`config.mk`:
```
export PLATFORM = sky130hd
export DESIGN_NAME = ucode_sequencer
export DESIGN_NICKNAME = d
export VERILOG_FILES = /design/src/rtl/ucode_sequencer.sv
export SDC_FILE = /design/constraint.sdc
export NUM_CORES = 1
export LEC_CHECK = 0
export BUFFER_PORTS_ARGS = -buffer_cell sky130_fd_sc_hd__buf_2
export CORE_UTILIZATION = 45
export CTS_CLUSTER_SIZE = 30
export DETAILED_ROUTE_END_ITERATION = 8
export PLACE_DENSITY = 0.71
export SLEW_MARGIN = 10
export SYNTH_ARGS = -nofsm -noshare
export SYNTH_HDL_FRONTEND = slang
export SYNTH_SLANG_ARGS = --single-unit
export TNS_END_PERCENT = 10
```
`constraint.sdc`:
```
create_clock -name clk -period 3.68 [get_ports clk]
set_input_delay 0.736 -clock clk [delete_from_list [all_inputs] [get_ports clk]]
set_output_delay 0.736 -clock clk [all_outputs]
set_load 0.005 [all_outputs]
```
`src/rtl/ucode_sequencer.sv`:
```
module ucode_sequencer #(
  parameter int CW_W = 11,
  parameter int OP_W = 4,
  parameter int ENTRIES = 5,
  parameter logic [CW_W-1:0] FETCH_WORD = CW_W'(11'h01B)
) (
  input  logic            clk,
  input  logic            rst,
  input  logic [OP_W-1:0] opcode,
  input  logic            fetch_done,
  output logic [CW_W-1:0] ctrl,
  output logic            halted
);
  localparam int IDX_W = $clog2(ENTRIES);

  function automatic logic [CW_W-1:0] init_word(input int i);
    case (i)
      0: init_word = CW_W'(11'h02C);
      1: init_word = CW_W'(11'h18C);
      2: init_word = CW_W'(11'h1CC);
      3: init_word = CW_W'(11'h200);
      4: init_word = CW_W'(11'h400);
      default: init_word = '0;
    endcase
  endfunction

  logic [CW_W-1:0] ustore [ENTRIES];
  for (genvar g = 0; g < ENTRIES; g++) begin : g_store
    assign ustore[g] = init_word(g);
  end

  logic [OP_W-1:0]  uaddr_q;
  logic [CW_W-1:0]  buf_q;
  logic             pend_q, exec_q, halt_q;
  logic [IDX_W-1:0] idx;
  logic             hit;

  always_comb begin
    hit = 1'b1;
    case (uaddr_q)
      OP_W'(4'h0): idx = IDX_W'(0);
      OP_W'(4'h1): idx = IDX_W'(1);
      OP_W'(4'h2): idx = IDX_W'(2);
      OP_W'(4'hE): idx = IDX_W'(3);
      OP_W'(4'hF): idx = IDX_W'(4);
      default: begin idx = '0; hit = 1'b0; end
    endcase
  end

  wire accept = fetch_done && !pend_q && !exec_q && !halt_q;

  always_ff @(posedge clk) begin
    if (rst) begin
      uaddr_q <= '0;
      buf_q   <= '0;
      pend_q  <= 1'b0;
      exec_q  <= 1'b0;
      halt_q  <= 1'b0;
    end else begin
      pend_q <= accept;
      exec_q <= pend_q;
      if (accept) uaddr_q <= opcode;
      if (pend_q) buf_q <= hit ? ustore[idx] : '0;
      if (exec_q && buf_q[CW_W-1]) halt_q <= 1'b1;
    end
  end

  assign ctrl   = halt_q ? '0 : (exec_q ? buf_q : FETCH_WORD);
  assign halted = halt_q;


  exec_one_cycle_chk: assert property (@(posedge clk) disable iff (rst)
    exec_q |=> !exec_q);

  uaddr_hold_chk: assert property (@(posedge clk) disable iff (rst)
    (pend_q || exec_q) |=> $stable(uaddr_q));

  bad_op_zero_chk: assert property (@(posedge clk) disable iff (rst)
    (pend_q && !hit) |=> (ctrl == '0));

  halt_quiet_chk: assert property (@(posedge clk) disable iff (rst)
    halted |-> (ctrl == '0));

  halt_sticky_chk: assert property (@(posedge clk) disable iff (rst)
    halted |=> halted);
endmodule

```
# Yosys cells after proc, flatten, opt, wreduce, memory -nomap -nowiden
# Memory sizes are Yosys's and may differ from the RTL's.
# Index checks and enable logic that the tools add are counted.
word_totals:
  regBits: 18
  latchBits: 0
  mem_bits_rw: 0
  rom_bits: 88
  in_bits: 7
  output_inout_bits: 12
  memories: 1
classes:
  n_addsub: 0
  multipliers: 0
  div: 0
  n_lt_le_gt_ge: 1
  n_eq_ne: 4
  shifts: 0
  muxes: 7
  bitwise: 1
  n_reduce_logical: 9
memory_table:
  columns: ["memory", "depth", "width", "rd", "rd_ports_with_merged_regs", "write_ports", "line", "source"]
  rows:
  - ["(no name shown)", 8, 11, 1, 0, 0, "63", "if (pend_q) buf_q <= hit ? ustore[idx] : '0;"]
ops:
  columns: ["cell", "count"]
  rows:
  - ["2-to-1 mux 11 bit", 5]
  - ["one-hot mux 3 bit (4 select lines)", 1]
  - ["== test 4 bit (second input constant)", 2]
  - ["OR reduction 5 bit", 1]
  - ["== test 4 x 1 -> 1 bit (second input constant)", 1]
  - ["== test 4 x 2 -> 1 bit (second input constant)", 1]
  - ["greater-or-equal comparator 4 bit (second input constant)", 1]
  - ["logical AND 1 bit", 4]
  - ["zero test 4 bit", 1]
  - ["NOT 3 -> 4 bit", 1]
  - ["zero test 1 bit", 3]
  - ["2-to-1 mux 1 bit", 1]

# Longest topological paths before layout
# Gate-level depths: netlist of run 1.
depth:
  depth_word: 7
  mapped_depth: 5
  ltp_nobuf: 5

# Worst setup path after synthesis of run 1
# Ideal clock, no wire load.
synth_path:
  kind: "reg2out"
  startpoint: "register exec_q"
  endpoint: "output port ctrl[8]"
  arrival_ps: 920
  required_ps: 2944
  slack_ps: 2024
  stages_incl_launch_ff: 4
  path_buffers: 1
  cell_sequence: "dfxtp_1 > nor2b_1 > and2_1 > buf_4"
synth_via:
  elab_chain_len: 2
synth_rtl:
  columns: ["element", "line", "source"]
  rows:
  - ["from (decl)", "34", "logic pend_q, exec_q, halt_q;"]
  - ["from (signal assigned)", "61", "exec_q <= pend_q;"]
  - ["2-to-1 mux 11 bit (2 in series)", "68", "assign ctrl = halt_q ? '0 : (exec_q ? buf_q : FETCH_WORD);"]
  - ["to (decl)", "11", "output logic [CW_W-1:0] ctrl,"]
# No other way between the ends.

# Worst setup path after layout of run 1
layout_path:
  startpoint: "register exec_q"
  endpoint: "output port ctrl[7]"
# Same word-level chain as after synthesis.

==> impl_metrics.py, run 1 <==
metrics = {
    "status": {
        "status": "complete, no violations",
    },
    "synthesis": {
        "netlist_area_um2": 626,
        "ys_ff_latch": 13,
        "ys_seq_area_frac": 0.416,
        "yosys_warnings": 0,
        "syn_avg_cell_area_um2": 9.34,
        "ys_types": 20,
        "syn_nets": 77,
        "synthCells": 67,
    },
    "clock_tree": {
        "cts.sinks": 13,
        "cts_resized": 0,
        "ctsHoldBuffers": 0,
        "clk_path_buf_depth": 2,
        "cts_tree": "done",
        "cts_made_buffers": 3,
        "post_cts_buffers": 0,
        "clock-root-buffer": "clkbuf_4",
        "cts_max_level": 1,
        "clk_latency_ns": 0.27,
        "clkSlewWorstSetupHoldPaths_ns": 0.08,
    },
    "place": {
        "gp_congestion": 0.695,
        "dp_slack_ns": 1.95,
        "dp.cells": 96,
        "dp_hpwl_um": 776,
        "port_buffers": 18,
        "postPlaceCellArea_um2": 707,
    },
    "final_layout": {
        "stdcell_count": 100,
        "n_antenna_cell": 0,
        "n_fill_cell": 132,
        "area_delta_synth_final_pct": 17.2,
        "finish.instance_area_um2": 733,
        "final_nets": 96,
        "utilization": 0.563,
        "multiInputGateArea_um2": 330,
        "regArea_um2": 260,
        "drive_gt1_frac": 0.259,
    },
    "drt": {
        "ant_nets": 0,
        "drtPass1Iterations": 4,
        "finalWirelength_um": 955,
        "wire_per_inst_um": 9.55,
        "routed_via_density": 4.79,
        "dr_total_vias": 479,
        "first_iter_violations": 2,
        "post-route-drc-count": 0,
    },
    "floorplanning": {
        "coreArea_mm2": 0.00130,
        "die_y_um": 39.3,
        "row_count": 13,
        "initial_core_util": 0.481,
        "fp.dieW_um": 39.3,
        "io_pins": 19,
        "die-area_mm2": 0.00154,
    },
    "grt": {
        "grt-ovfl-total": 0,
        "grt_antenna_before_repair": 0,
        "use_met3": 0.0341,
        "track_usage": 0.139,
        "grt_max_degree": 10,
        "grt_first_pass_wirelength_mm": 1.31,
        "busiest_layer": "met2",
        "met1_usage": 0.144,
        "grt_pass1_vias": 344,
        "met2_usage": 0.213,
    },
    "sta": {
        "slew_headroom": 0.709,
        "skew_ns": 0.00399,
        "final.setup.tns_ns": 0,
        "rsz0062_at_grt": "no",
        "drv_slew": 0,
        "fin_crit_ns": 1.99,
        "hold_slack_ns": 0.449,
        "finalCritPeriodShare": 0.541,
        "tightest_slew_ns": 0.435,
        "postLayoutSetupSlackWorst_ns": 1.69,
        "finalSetupViolCount": 0,
        "hold_viol": 0,
        "max_freq_mhz": 502,
    },
    "worst_setup_path": {
        "crit_fanout": 6,
        "critPathMaxStageDelay_ns": 0.43,
        "critical_path_arrival_ns": 1.26,
        "r2r_start": "uaddr_q[1]",
        "path_cells": "nor2b_1, and2_1, buf_2",
        "critPathLaunch": "exec_q",
        "end_kind": "output port",
        "required_ns": 2.94,
        "rr_worst_depth": 5,
        "crit_type": "flip-flop to output port",
        "start_kind": "flip-flop",
        "slowest_stage": "dfxtp_1",
    },
    "hold_path": {
        "hold_class": "flip-flop to flip-flop",
        "hp-start": "buf_q[8]",
        "holdPathStages": 2,
    },
    "pwr": {
        "ir_worst_vdd_uv": 198,
        "total_leakage_power_nw": 0.340,
        "power_density_mw_per_mm2": 366,
        "finalPower_uw": 268,
    },
    "job": {
        "drv_cap": 0,
    },
}
==> cells in the final DEF (no fill, tap or decap), types with 2 or more instances in the layout <==
master,netlist,final
buf_2,1,18
and2_1,8,8
ha_1,3,3
mux2i_1,4,4
clkbuf_4,0,3
inv_1,2,2
o21a_1,2,2
o21ai_0,3,3
nand2_1,4,4
nor2_1,8,8
dfxtp_1,13,13
a21oi_1,3,3
a22o_1,3,3
nor2b_1,4,4
==> Yosys cell counts, drive strengths merged <==
cell     n  area (µm²)
nand2b   1        6.26
nand3b   1        7.51
and4b    1        10.0
o21a     2        15.0
dfxtp   13         260
nor4b    1        23.8
and2     8        50.1
a22o     3        26.3
a21oi    3        15.0
nor2     8        30.0
a211oi   1        7.51
buf      4        27.5
nor2b    4        25.0
nand2    4        15.0
nand4    1        6.26
mux2i    4        40.0
o21ai    3        15.0
inv      2        7.51
ha       3        37.5
==> layout make-up <==
cell class              instances  share of cell area
well taps                      15              0.0256
inverters                       2              0.0102
flip-flops and latches         13               0.355
repair buffers                 18               0.123
multi-input cells              48               0.451
clock buffers                   4              0.0358
==> logic make-up after synthesis <==
logic type                 after synthesis  share of synthesized area
muxes                                    4                     0.0640
DFF                                     13                      0.416
buffers and inverters                    6                     0.0560
AOI/OAI and AO/OA                       12                      0.126
and+or+nand+nor                         29                      0.278
adders and majority gates                3                     0.0600
==> sequential cells by signal, indices dropped and copies added, names as in the netlist <==
register	cells
buf_q	6
uaddr_q	4
halted	1
pend_q	1
exec_q	1
==> worst max-delay path, delay by kind of cell, from the launching register on <==
kind	cells	cell delay [ns]
and+or+nand+nor	2	0.46
DFF	1	0.43
buffers and inverters	1	0.11
==> layer usage <==
metal | routed length, µm | share of wire | vias to the layer above
met1 | 462 | 0.48 | 195
li1 | - | - | 265
met5 | 0 | 0 | -
met3 | 53 | 0.055 | 2
met2 | 429 | 0.45 | 17
met4 | 10 | 0.010 | 0
==> final timing paths <==
check | to | slack (ns)
worst max register to register | buf_q[6] | 2.36
worst min-delay path | buf_q[8] | 0.45
worst min register to register | buf_q[8] | 0.45
worst max-delay path | ctrl[7] | 1.69
==> power breakdown <==
group	internal, mW	switching (mW)
registers	0.147	0.00659
logic	0.0156	0.0140
clock network	0.0420	0.0432
total	0.205	0.0638
Power figures use the tool's default switching activity.
==> run 2: changes to the inputs <==
--- a/config.mk
+++ b/config.mk
@@ -6,7 +6,7 @@
 export NUM_CORES = 1
 export LEC_CHECK = 0
 export BUFFER_PORTS_ARGS = -buffer_cell sky130_fd_sc_hd__buf_2
-export CORE_UTILIZATION = 45
+export CORE_UTILIZATION = 43
 export CTS_CLUSTER_SIZE = 30
 export DETAILED_ROUTE_END_ITERATION = 8
 export PLACE_DENSITY = 0.71
==> constraint.sdc (replaced) <==
create_clock -name clk -period 1.65 [get_ports clk]
set_input_delay 0.33 -clock clk [delete_from_list [all_inputs] [get_ports clk]]
set_output_delay 0.33 -clock clk [all_outputs]
set_load 0.005 [all_outputs]
==> run 2 against run 1 <==
Effect of this change: die area rose by 4.4%; sequential power rose by 120%; register-to-register slack got worse by 2.1 ns; critical path depth did not move; critical endpoint unchanged.
==> impl_metrics.py, run 2 (synthesis results as in run 1) <==
metrics = {
    "clock_tree": {
        "cts_made_buffers": 3,
        "cts_tree": "done",
        "clock-root-buffer": "clkbuf_4",
        "clk_path_buf_depth": 2,
        "post_cts_buffers": 0,
        "cts.sinks": 13,
        "clk_latency_ns": 0.28,
        "clkSlewWorstSetupHoldPaths_ns": 0.08,
        "ctsHoldBuffers": 0,
        "cts_max_level": 1,
    },
    "drt": {
        "wire_per_inst_um": 10.9,
        "post-route-drc-count": 0,
        "routed_via_density": 5.19,
        "dr_total_vias": 519,
        "finalWirelength_mm": 1.09,
        "first_iter_violations": 4,
        "ant_nets": 0,
        "drtPass1Iterations": 5,
    },
    "sta": {
        "final.setup.tns_ns": 0,
        "rsz0062_at_grt": "no",
        "skew_ns": 0.00715,
        "finalSetupViolCount": 0,
        "fin_crit_ns": 1.53,
        "postLayoutSetupSlackWorst_ns": 0.123,
        "hold_slack_ns": 0.285,
        "finalCritPeriodShare": 0.926,
        "drv_slew": 0,
        "slew_headroom": 0.710,
        "tightest_slew_ns": 0.434,
        "max_freq_mhz": 655,
        "hold_viol": 0,
    },
    "final_layout": {
        "final_nets": 96,
        "layout_commonest_cell": "buf_2",
        "top_register": "buf_q",
        "n_antenna_cell": 0,
        "n_fill_cell": 128,
        "final_cell_mix": "buf_2 (18), dfxtp_1 (13), nor2_1 (8), and2_1 (8)",
        "top_regs": "buf_q x6, uaddr_q x4",
        "area_delta_synth_final_pct": 18.4,
        "largest_reg_flops": 6,
        "drive_gt1_frac": 0.271,
        "finish.instance_area_um2": 741,
    },
    "pwr": {
        "seqPwrFrac": 0.567,
        "power_frac_clock": 0.319,
        "p_sw_frac": 0.243,
        "ir_worst_vdd_uv": 374,
        "internal-power_uw": 458,
        "pwr-share-comb": 0.114,
        "netSwitchingPower_uw": 147,
        "finalPower_uw": 605,
        "total_leakage_power_nw": 0.342,
        "power_density_mw_per_mm2": 817,
    },
    "floorplanning": {
        "io_pins": 19,
        "die-area_mm2": 0.00161,
        "die_y_um": 40.1,
        "row_count": 13,
        "coreArea_mm2": 0.00133,
        "fp.dieW_um": 40.1,
        "initial_core_util": 0.469,
    },
    "hold_path": {
        "hold_class": "input pin to flip-flop",
    },
    "grt": {
        "grt_antenna_before_repair": 0,
        "grt_max_degree": 10,
        "grt_pass1_vias": 421,
        "track_usage": 0.161,
        "grt_first_pass_wirelength_mm": 1.62,
        "grt-ovfl-total": 0,
    },
    "status": {
        "status": "complete, no violations",
    },
    "worst_setup_path": {
        "ff2ff_setup_slack_ns": 0.28,
        "critPathMaxStageDelay_ns": 0.45,
        "reg2reg_to": "buf_q[8]",
        "rr_worst_depth": 5,
        "slowest_stage": "dfxtp_1",
        "end_kind": "output port",
        "critical_path_arrival_ns": 1.20,
        "crit_fanout": 6,
        "required_ns": 1.32,
        "crit_type": "flip-flop to output port",
        "cp-endpoint": "ctrl[7]",
        "critPathLaunch": "exec_q",
        "r2r_start": "uaddr_q[1]",
        "path_cells": "nor2b_4, and2_1, buf_2",
        "start_kind": "flip-flop",
    },
    "place": {
        "dp_slack_ns": 0.295,
        "dp_hpwl_um": 858,
        "postPlaceCellArea_um2": 707,
        "port_buffers": 18,
        "gp_congestion": 0.695,
    },
    "job": {
        "drv_cap": 0,
    },
}
[run 2: repair_timing]
item                                    in CTS  in global routing
endpoints found under the setup margin       2                  2
hold endpoints to repair                     0                  0
resized for setup                            1                  1
pin swaps                                    0                  0
[run 2: layout make-up]
type                            instances  area [µm²]  share of cell area
Multi-Input combinational cell         48         338               0.456
Sequential cell                        13         260               0.351
Timing Repair Buffer                   18        90.1               0.122
Clock buffer                            4        26.3              0.0355
Tap cell                               15        18.8              0.0253
Inverter                                2        7.51              0.0101
[run 2: through the flow]
stage | utilization | std cells
floorplan | - | 67
global placement | 0.530 | 96
detailed placement | 0.530 | 96
CTS | 0.552 | 100
global route | 0.555 | 100
finish | 0.555 | 100
[run 2: power groups by stage]
stage	registers (mW)	logic (mW)	clock network (mW)
after floorplan	0.346	0.0527	0
after global placement	0.349	0.0661	0
after detailed placement	0.350	0.0682	0
after CTS	0.343	0.0687	0.202
after global routing	0.346	0.0773	0.217
final	0.343	0.0690	0.193
[run 2: worst min-delay path by stage]
stage,startpoint,endpoint,slack (ns),depth (start not counted)
finish,opcode[0],uaddr_q[0],0.29,3
global route,opcode[0],uaddr_q[0],0.28,3
CTS,opcode[3],uaddr_q[3],0.28,3
detailed placement,buf_q[8],buf_q[8],0.46,2
global placement,buf_q[8],buf_q[8],0.45,2
floorplan,buf_q[8],buf_q[8],0.42,2
[run 2: per-layer routing]
metal | global-route usage | part of all wire | vias to the layer above
li1 | - | - | 261
met2 | 0.282 | 0.49 | 25
met4 | 0.129 | 0.0073 | 0
met3 | 0.0500 | 0.069 | 2
met5 | 0 | 0 | -
met1 | 0.154 | 0.44 | 231
[run 2: critical path, delay by kind of cell, from the launching register on]
| kind | cells | cell delay (ns) |
|---|---|---|
| flops | 1 | 0.45 |
| simple gates | 2 | 0.37 |
| buf+inv | 1 | 0.11 |
==> run 3: changes to the inputs <==
--- a/config.mk
+++ b/config.mk
@@ -5,11 +5,12 @@
 export SDC_FILE = /design/constraint.sdc
 export NUM_CORES = 1
 export LEC_CHECK = 0
+export ABC_AREA = 1
 export BUFFER_PORTS_ARGS = -buffer_cell sky130_fd_sc_hd__buf_2
-export CORE_UTILIZATION = 43
+export CORE_UTILIZATION = 45
 export CTS_CLUSTER_SIZE = 30
 export DETAILED_ROUTE_END_ITERATION = 8
-export PLACE_DENSITY = 0.71
+export PLACE_DENSITY = 0.72
 export SLEW_MARGIN = 10
 export SYNTH_ARGS = -nofsm -noshare
 export SYNTH_HDL_FRONTEND = slang
==> run 3 against run 2 <==
Effect of this change: combinational power up 62%; sequential power hardly changed; clock skew is 0.0059 ns lower; critical path depth did not move; global-route usage decreased by 1.6 points; hold slack improved by 0.051 ns; fmax rose by 0.80%; synthesized area grew 18%; die area is 12% higher; clock-buffer cell count unchanged; largest power group unchanged.
==> impl_metrics.py, run 3 <==
metrics = {
    "pwr": {
        "finalPower_uw": 649,
        "netSwitchingPower_uw": 182,
        "internal-power_uw": 467,
        "pwr-share-comb": 0.172,
        "p_sw_frac": 0.280,
        "power_density_mw_per_mm2": 771,
        "total_leakage_power_nw": 0.372,
        "power_frac_clock": 0.301,
        "ir_worst_vdd_uv": 556,
        "seqPwrFrac": 0.527,
    },
    "status": {
        "status": "complete, no violations",
    },
    "sta": {
        "tightest_slew_ns": 0.442,
        "postLayoutSetupSlackWorst_ns": 0.135,
        "finalCritPeriodShare": 0.918,
        "hold_viol": 0,
        "skew_ns": 0.00127,
        "slew_headroom": 0.705,
        "fin_crit_ns": 1.51,
        "finalSetupViolCount": 0,
        "drv_slew": 0,
        "max_freq_mhz": 660,
    },
    "grt": {
        "grt-ovfl-total": 0,
        "track_usage": 0.146,
        "grt_max_degree": 15,
        "grt_antenna_before_repair": 0,
        "grt_first_pass_wirelength_mm": 2.00,
        "grt_pass1_vias": 503,
    },
    "floorplanning": {
        "initial_core_util": 0.484,
        "row_count": 14,
        "die_y_um": 42.5,
        "die-area_mm2": 0.00181,
        "fp.dieW_um": 42.5,
        "io_pins": 19,
        "coreArea_mm2": 0.00152,
    },
    "place": {
        "port_buffers": 18,
        "dp_slack_ns": 0.0885,
        "dp_hpwl_um": 934,
        "postPlaceCellArea_um2": 785,
        "dp.cells": 124,
        "gp_congestion": 0.761,
    },
    "synthesis": {
        "async_flop_share": 0,
        "yosys.area.top_type": "dfxtp_1",
        "netlist_area_um2": 738,
        "synth_edf_count": 0,
        "synth.top_cells.by_count": "nand2_1 (23), dfxtp_1 (13), nor2_1 (13)",
        "yosys_warnings": 0,
        "synthTopCellsByArea": "dfxtp_1 (35%), nand2_1 (12%), nor2_1 (6.6%)",
        "ys_seq_area_frac": 0.353,
        "synthCells": 97,
        "ys_types": 21,
        "ys_ff_latch": 13,
        "synth_flop_cell": "dfxtp_1",
        "yosysMostFrequentCell": "nand2_1",
        "yosysTopAreaCellShare": 0.353,
        "syn_nets": 107,
        "syn_avg_cell_area_um2": 7.61,
    },
    "drt": {
        "dr_total_vias": 631,
        "first_iter_violations": 8,
        "ant_nets": 0,
        "routed_via_density": 4.85,
        "drtPass1Iterations": 5,
        "post-route-drc-count": 0,
        "wire_per_inst_um": 9.92,
        "finalWirelength_mm": 1.29,
    },
    "clock_tree": {
        "clkSlewWorstSetupHoldPaths_ns": 0.08,
        "clk_latency_ns": 0.27,
        "cts_tree": "done",
        "clock-root-buffer": "clkbuf_4",
        "cts_max_level": 1,
        "clk_path_buf_depth": 2,
        "cts.sinks": 13,
        "cts_made_buffers": 3,
    },
    "final_layout": {
        "drive_gt1_frac": 0.360,
        "multiInputGateArea_um2": 383,
        "finish.instance_area_um2": 841,
        "largest_reg_flops": 6,
        "area_delta_synth_final_pct": 13.9,
        "layout_commonest_cell": "nand2_1",
        "final_cell_mix": "nand2_1 (23), buf_2 (18), dfxtp_1 (12)",
        "top_register": "buf_q",
        "final_nets": 125,
        "n_fill_cell": 154,
        "stdcell_count": 130,
        "top_regs": "buf_q x6, uaddr_q x4",
        "utilization": 0.552,
        "n_antenna_cell": 0,
        "regArea_um2": 262,
    },
    "worst_setup_path": {
        "start_kind": "flip-flop",
        "required_ns": 1.32,
        "critical_path_arrival_ns": 1.18,
        "crit_fanout": 8,
        "end_kind": "output port",
        "crit_type": "flip-flop to output port",
    },
    "job": {
        "drv_cap": 0,
    },
    "hold_path": {
        "hold_class": "input pin to flip-flop",
    },
}
==> run 3: changes by cell type after synthesis, sizes merged, moves of 3 or more <==
cell,change
inv,+10
nor2b,-4
a22o,-3
nand2,+22
nor3,+5
and2,-8
a21oi,+6
mux2i,-4
nor2,+8
==> run 3: final cells by class <==
type	count	share of cell area
Sequential cell	13	0.311
Multi-Input combinational cell	65	0.455
Tap cell	16	0.0238
Inverter	12	0.0536
Clock buffer	4	0.0313
Timing Repair Buffer	20	0.125
==> run 3: kinds of logic (layout without fill, tap and decap cells) <==
kind of cell / Yosys count / in the layout / synth area share
adder cells (fa/ha/maj): 3 / 3 / 0.0509
AO/OA/AOI/OAI: 13 / 13 / 0.124
flip-flops: 13 / 13 / 0.353
buffers and inverters: 19 / 36 / 0.147
AND/OR/NAND/NOR: 49 / 49 / 0.325
==> run 3: per-layer routing <==
metal	track usage	wire, µm	up-vias
li1	-	-	335
met1	0.169	574	278
met2	0.252	650	16
met3	0.0259	43	2
met4	0.0750	21	0
met5	0	0	-
==> run 3: metrics by stage <==
| stage | hold slack [ns] | setup TNS, ns |
|---|---|---|
| after floorplan | 0.408 | 0 |
| after global placement | 0.458 | 0 |
| after detailed placement | 0.467 | 0 |
| after CTS | 0.331 | 0 |
| after global routing | 0.343 | -0.0115 |
| final | 0.337 | 0 |
==> run 3: worst max-delay path, stage by stage (launching register included) <==
cell	delay [ns]
dfxtp_1	0.57
nand2_1	0.13
nor2_1	0.10
buf_2	0.13
==> run 3: power by group through the flow <==
stage | Sequential [mW] | Combinational [mW] | Clock [mW]
after floorplan | 0.344 | 0.0867 | 0
after CTS | 0.342 | 0.101 | 0.200
final | 0.342 | 0.112 | 0.195
after global placement | 0.349 | 0.0975 | 0
after global routing | 0.344 | 0.126 | 0.209
after detailed placement | 0.349 | 0.100 | 0
==> run 3: final timing paths <==
| check | start | endpoint | slack [ns] | cells after the start |
|---|---|---|---|---|
| setup / recovery | exec_q | ctrl[10] | 0.14 | 3 |
| hold reg to reg | pend_q | buf_q[10] | 0.47 | 2 |
| hold / removal | opcode[3] | uaddr_q[3] | 0.34 | 3 |
| setup reg to reg | uaddr_q[2] | buf_q[8] | 0.14 | 10 |
==> run 3: what timing repair did <==
item | in CTS | in global routing
hold buffers | 0 | 0
setup buffers | 0 | 2
endpoints found under the setup margin | 0 | 1
gates resized for setup | 0 | 5
